File: src/rtl/boot_mode_pkg.sv
package boot_mode_pkg;

  localparam int POS_RATE_LO  = 1;
  localparam int POS_MULT_LO  = 5;
  localparam int POS_ENDIAN   = 8;
  localparam int POS_NBW_LO   = 9;
  localparam int POS_TIMER    = 11;
  localparam int POS_L2       = 12;
  localparam int POS_DRV_LO   = 13;
  localparam int POS_SRAM     = 15;
  localparam int POS_CFG_LO   = 16;
  localparam int POS_HALF     = 20;
  localparam int POS_BUS      = 21;
  localparam int MAX_RATE     = 8;

  typedef struct packed {
    logic [3:0] wb_rate;
    logic [2:0] mult_code;
    logic       mult_half;
    logic [1:0] nbw_ctrl;
    logic       timer_int_en;
    logic       l2_en;
    logic       sram_scd;
    logic [6:0] drive_pct;
    logic [1:0] cfg_id;
    logic       bus32;
  } mode_fields_t;

  function automatic logic is_reserved(input int idx);
    return (idx == 0) || (idx == 18) || (idx == 19) || (idx >= 22);
  endfunction

  function automatic logic [6:0] strength_pct(input logic [1:0] code);
    case (code)
      2'b00:   return 7'd67;
      2'b01:   return 7'd50;
      2'b10:   return 7'd100;
      default: return 7'd83;
    endcase
  endfunction

endpackage

File: src/rtl/mode_clk_div.sv
module mode_clk_div #(
  parameter int DIV_LOG2 = 8
) (
  input  logic clk,
  input  logic rst,
  output logic mode_clk,
  output logic sample_stb
);
  localparam logic [DIV_LOG2-1:0] HALF_M1 = DIV_LOG2'((1 << (DIV_LOG2 - 1)) - 1);

  logic [DIV_LOG2-1:0] phase_q;

  always_ff @(posedge clk) begin
    if (rst) phase_q <= '0;
    else     phase_q <= phase_q + 1'b1;
  end

  assign mode_clk   = phase_q[DIV_LOG2-1];
  assign sample_stb = !rst && (phase_q == HALF_M1);
endmodule

File: src/rtl/mode_shift_capture.sv
module mode_shift_capture #(
  parameter int N_BITS = 256
) (
  input  logic              clk,
  input  logic              rst,
  input  logic              sample_stb,
  input  logic              din,
  output logic [N_BITS-1:0] frame,
  output logic              last_stb
);
  localparam int CW = $clog2(N_BITS + 1);
  localparam logic [CW-1:0] LAST_IDX = CW'(N_BITS - 1);

  logic [N_BITS-1:0] shreg_q;
  logic [CW-1:0]     count_q;
  logic              full_q;
  logic              take;

  assign take     = sample_stb && !full_q;
  assign last_stb = take && (count_q == LAST_IDX);
  assign frame    = {din, shreg_q[N_BITS-1:1]};

  always_ff @(posedge clk) begin
    if (rst) begin
      shreg_q <= '0;
      count_q <= '0;
      full_q  <= 1'b0;
    end else if (take) begin
      shreg_q <= frame;
      count_q <= count_q + 1'b1;
      if (last_stb) full_q <= 1'b1;
    end
  end
endmodule

File: src/rtl/mode_decode.sv
module mode_decode
  import boot_mode_pkg::*;
#(
  parameter int N_BITS = 256
) (
  input  logic              clk,
  input  logic              rst,
  input  logic              load,
  input  logic [N_BITS-1:0] frame,
  input  logic              be_pin,
  output mode_fields_t      fields,
  output logic              done,
  output logic              big_endian,
  output logic              cfg_err
);
  mode_fields_t nxt;
  logic         rsv_any;
  logic         endian_q;

  always_comb begin
    rsv_any = 1'b0;
    for (int i = 0; i < N_BITS; i++) begin
      if (is_reserved(i) && frame[i]) rsv_any = 1'b1;
    end
  end

  always_comb begin
    nxt.wb_rate      = frame[POS_RATE_LO +: 4];
    nxt.mult_code    = frame[POS_MULT_LO +: 3];
    nxt.mult_half    = frame[POS_HALF];
    nxt.nbw_ctrl     = frame[POS_NBW_LO +: 2];
    nxt.timer_int_en = !frame[POS_TIMER];
    nxt.l2_en        = frame[POS_L2];
    nxt.sram_scd     = frame[POS_SRAM];
    nxt.drive_pct    = strength_pct(frame[POS_DRV_LO +: 2]);
    nxt.cfg_id       = frame[POS_CFG_LO +: 2];
    nxt.bus32        = frame[POS_BUS];
  end

  always_ff @(posedge clk) begin
    if (rst) begin
      fields     <= '0;
      done       <= 1'b0;
      endian_q   <= 1'b0;
      big_endian <= 1'b0;
      cfg_err    <= 1'b0;
    end else begin
      if (load) begin
        fields   <= nxt;
        done     <= 1'b1;
        endian_q <= frame[POS_ENDIAN];
        if (rsv_any || (nxt.wb_rate > 4'(MAX_RATE))) cfg_err <= 1'b1;
      end
      big_endian <= (load ? frame[POS_ENDIAN] : endian_q) | be_pin;
    end
  end
endmodule

File: src/rtl/boot_mode_loader.sv
module boot_mode_loader
  import boot_mode_pkg::*;
#(
  parameter int N_BITS   = 256,
  parameter int DIV_LOG2 = 8
) (
  input  logic       clk,
  input  logic       pwr_ok,
  input  logic       mode_din,
  input  logic       be_pin,
  output logic       mode_clk,
  output logic       done,
  output logic [3:0] wb_rate,
  output logic [2:0] mult_code,
  output logic       mult_half,
  output logic       big_endian,
  output logic [1:0] nbw_ctrl,
  output logic       timer_int_en,
  output logic       l2_en,
  output logic       sram_scd,
  output logic [6:0] drive_pct,
  output logic [1:0] cfg_id,
  output logic       bus32,
  output logic       cfg_err
);
  logic              rst;
  logic              sample_stb;
  logic              last_stb;
  logic [N_BITS-1:0] frame;
  mode_fields_t      fields;

  assign rst = !pwr_ok;

  mode_clk_div #(.DIV_LOG2(DIV_LOG2)) div_i (
    .clk(clk), .rst(rst), .mode_clk(mode_clk), .sample_stb(sample_stb)
  );

  mode_shift_capture #(.N_BITS(N_BITS)) cap_i (
    .clk(clk), .rst(rst), .sample_stb(sample_stb), .din(mode_din),
    .frame(frame), .last_stb(last_stb)
  );

  mode_decode #(.N_BITS(N_BITS)) dec_i (
    .clk(clk), .rst(rst), .load(last_stb), .frame(frame), .be_pin(be_pin),
    .fields(fields), .done(done), .big_endian(big_endian), .cfg_err(cfg_err)
  );

  assign wb_rate      = fields.wb_rate;
  assign mult_code    = fields.mult_code;
  assign mult_half    = fields.mult_half;
  assign nbw_ctrl     = fields.nbw_ctrl;
  assign timer_int_en = fields.timer_int_en;
  assign l2_en        = fields.l2_en;
  assign sram_scd     = fields.sram_scd;
  assign drive_pct    = fields.drive_pct;
  assign cfg_id       = fields.cfg_id;
  assign bus32        = fields.bus32;
endmodule

File: config.mk
export PLATFORM = sky130hd
export DESIGN_NAME = boot_mode_loader
export DESIGN_NICKNAME = d
export VERILOG_FILES = /design/src/rtl/boot_mode_pkg.sv /design/src/rtl/mode_clk_div.sv /design/src/rtl/mode_shift_capture.sv /design/src/rtl/mode_decode.sv /design/src/rtl/boot_mode_loader.sv
export SDC_FILE = /design/constraint.sdc
export NUM_CORES = 1
export LEC_CHECK = 0
export BUFFER_PORTS_ARGS = -buffer_cell sky130_fd_sc_hd__buf_2
export CAP_MARGIN = 30
export CORE_MARGIN = 2
export CORE_UTILIZATION = 39
export CTS_BUF_LIST = sky130_fd_sc_hd__clkbuf_8
export DETAILED_ROUTE_END_ITERATION = 12
export SYNTH_ARGS = -nofsm -noshare
export SYNTH_HDL_FRONTEND = slang
export SYNTH_SLANG_ARGS = --single-unit
File: constraint.sdc
create_clock -name clk -period 4.2 [get_ports clk]
set_input_delay 0.42 -clock clk [delete_from_list [all_inputs] [get_ports clk]]
set_output_delay 0.42 -clock clk [all_outputs]
set_load 0.02 [all_outputs]
==> metrics.yaml <==
status: "complete, no violations"
fin_crit_sh_pct: 57.4
routabilityCongestion: 0.714
htree_levels: 2
cts_buffers: 49
fin_area_sq_um: 12100
critPathMaxFanout: 265
synthAdderAreaFrac_pct: 0.920
worst_pin_slew_ps: 1120
final-hold-violation-count: 0
synth-compound-area-share_pct: 12.5
worst-r2r-cell-count: 5
p_per_area_nw_per_um2: 439
sequentialPowerShare_pct: 53.3
layout_min_cycle_time_ps: 2410
fillerInstances: 2836
clock-skew-final_ps: 20.2
drive_gt1_share_pct: 7.32
register_area_sq_um: 5970
post_cts_resized: 0
fp.coreArea_sq_um: 27600
grt_overflow: 0
cts_hold_buf: 0
ys_seq_area_share_pct: 54.8
antenna_found_initial: 0
cp.required_ps: 4580
power_w: 0.00532
cellLeakagePower_nw: 4.36
synth.avg_cell_area_sq_um: 7.88
cts_root_buf: "clkbuf_8"
final_common_cell: "nand2_1"
critPathCaptureType: "register"
first_pass_iters: 7
path_clk_slew_ps: 60
fin_nets: 1381
startpoint_type: "register"
holdCritPathClass: "in2reg"
grt_max_degree: 266
multi_input_area_sq_um: 4440
initial_core_util_pct: 39.4
dp_hpwl_mm: 12.4
intPower_w: 0.00417
combPwrFrac_pct: 1.1
cts_tree: "built"
io_buffers: 29
area_growth_pct: 11.3
timing.slew.headroom_pct: 25.6
layout.cells.non_filler: 1785
whs_path_depth: 3
rsz0062_at_grt: "false"
yosys.area_share.simple_pct: 26.5
place_area_sq_um: 11100
viasPerCell: 4.75
pwr-share-clk_pct: 45.7
final_cell_mix: "nand2_1 (548), dfxtp_1 (298), o21ai_0 (240)"
swShare_pct: 21.6
setup_violations: 0
clockBufferDepth: 3
syn_inst: 1380
synth.mux.area_fraction_pct: 0
fp.dieArea_sq_um: 29300
cp.arrival_ps: 2790
synth-xor-area-share_pct: 0.885
die_w_um: 171
layout_setup_ws_ps: 1790
ys_warn_count: 0
drt_iter0_drc: 661
num_rows: 61
drv_cap: 0
slew_viol_final: 0
ys_ff_latch: 298
synth.distinct_cells: 31
postCtsSetupBuffers: 0
grt_pass1_wl_mm: 35.7
insertion_delay_ps: 550
die_y_um: 171
grt_pass1_vias: 7567
setup_tns_ps: 0
p_sw_w: 0.00115
io_pins: 31
netlist_area_sq_um: 10900
dp_worst_setup_slack_ps: 1750
drc: 0
cts_sinks: 298
grtUsageTotal_pct: 14.4
dp_cells: 1696
diodes: 0
finalWirelength_mm: 21.0
worstSetupPathType: "reg2reg"
syn-num-nets: 1392
peakVddDrop_uv: 226
via_count: 8484
fmax_mhz: 415
post_drt_wl_per_cell_um: 11.7
final_antenna_net_count: 0
synth_top_family_by_area: "simple AND/OR/NAND/NOR gates"
-- cells in the mapped netlist, drive strengths merged --
library cell | instances | area share, %
nand4 | 20 | 1.1
xnor2 | 4 | 0.32
o31a | 1 | 0.081
a211oi | 3 | 0.25
or3 | 1 | 0.058
a21oi | 21 | 0.97
buf | 38 | 2.0
a22o | 1 | 0.081
nor4 | 62 | 3.6
conb | 1 | 0.034
dfxtp | 298 | 55
nand3 | 24 | 1.1
a31oi | 1 | 0.058
and4bb | 1 | 0.15
o21ai | 240 | 11
and3 | 3 | 0.22
xor2 | 7 | 0.56
clkbuf | 59 | 2.1
nor2 | 24 | 0.83
and2 | 3 | 0.17
nor3 | 5 | 0.23
ha | 8 | 0.92
o31ai | 1 | 0.069
and4 | 1 | 0.081
nand2 | 548 | 19
inv | 5 | 0.17
-- registers in the layout (all words and copies together), names as in the netlist --
| name | cells |
|---|---|
| cap_i.count_q | 9 |
| dec_i.fields | 22 |
| dec_i.big_endian | 1 |
| cap_i.shreg_q | 255 |
| dec_i.endian_q | 1 |
| cap_i.full_q | 1 |
| dec_i.cfg_err | 1 |
| div_i.phase_q | 8 |
-- per-layer routing --
metal	track usage, %	part of all wire (%)
met4	4.50	1.8
met3	3.17	3.5
met5	0	0
met2	22.3	44
met1	20.0	50
-- metrics by stage --
stage                     utilization [%]  hold WS (ps)
after global placement               40.3           440
after global routing                 43.8          88.3
final                                43.8          93.7
after detailed placement             40.3           445
after floorplan                         -           426
after CTS                            43.8          58.9
-- worst max-delay path, stage by stage (launching register included) --
cell	delay, ps
dfxtp_1	360
ha_1	190
and3_1	260
and3_4	410
buf_12	630
o21ai_0	250
-- layout make-up --
type | count | area share (%)
Sequential cell | 298 | 49.2
Multi-Input combinational cell | 980 | 36.7
Clock buffer | 59 | 6.70
Tap cell | 378 | 3.90
Timing Repair Buffer | 35 | 2.01
Clock inverter | 30 | 1.29
Inverter | 5 | 0.155
-- cells by family (layout without fill, tap and decap cells) --
logic type / Yosys count / in the layout
other: 1 / 1
buffers and inverters: 102 / 129
and+or+nand+nor: 692 / 692
adders and majority gates: 8 / 8
DFF: 298 / 298
AOI/OAI and AO/OA: 268 / 268
xor gates and xnor gates: 11 / 11
-- power groups by stage --
stage               combinational (W)  clock (W)  sequential [W]
floorplan                   0.0000439          0         0.00289
global placement            0.0000575          0         0.00289
detailed placement          0.0000570          0         0.00289
CTS                         0.0000570    0.00252         0.00283
global route                0.0000627    0.00265         0.00283
finish                      0.0000561    0.00243         0.00283
-- path summary, 6_finish.rpt --
kind | from | to | slack [ps]
worst max register to register | div_i.phase_q[0] | cap_i.shreg_q[198] | 1790
worst min-delay path | mode_din | cap_i.shreg_q[255] | 90
worst max-delay path | div_i.phase_q[0] | cap_i.shreg_q[198] | 1790
worst min register to register | dec_i.fields[14] | dec_i.fields[14] | 450
Power figures use the tool's default switching activity.
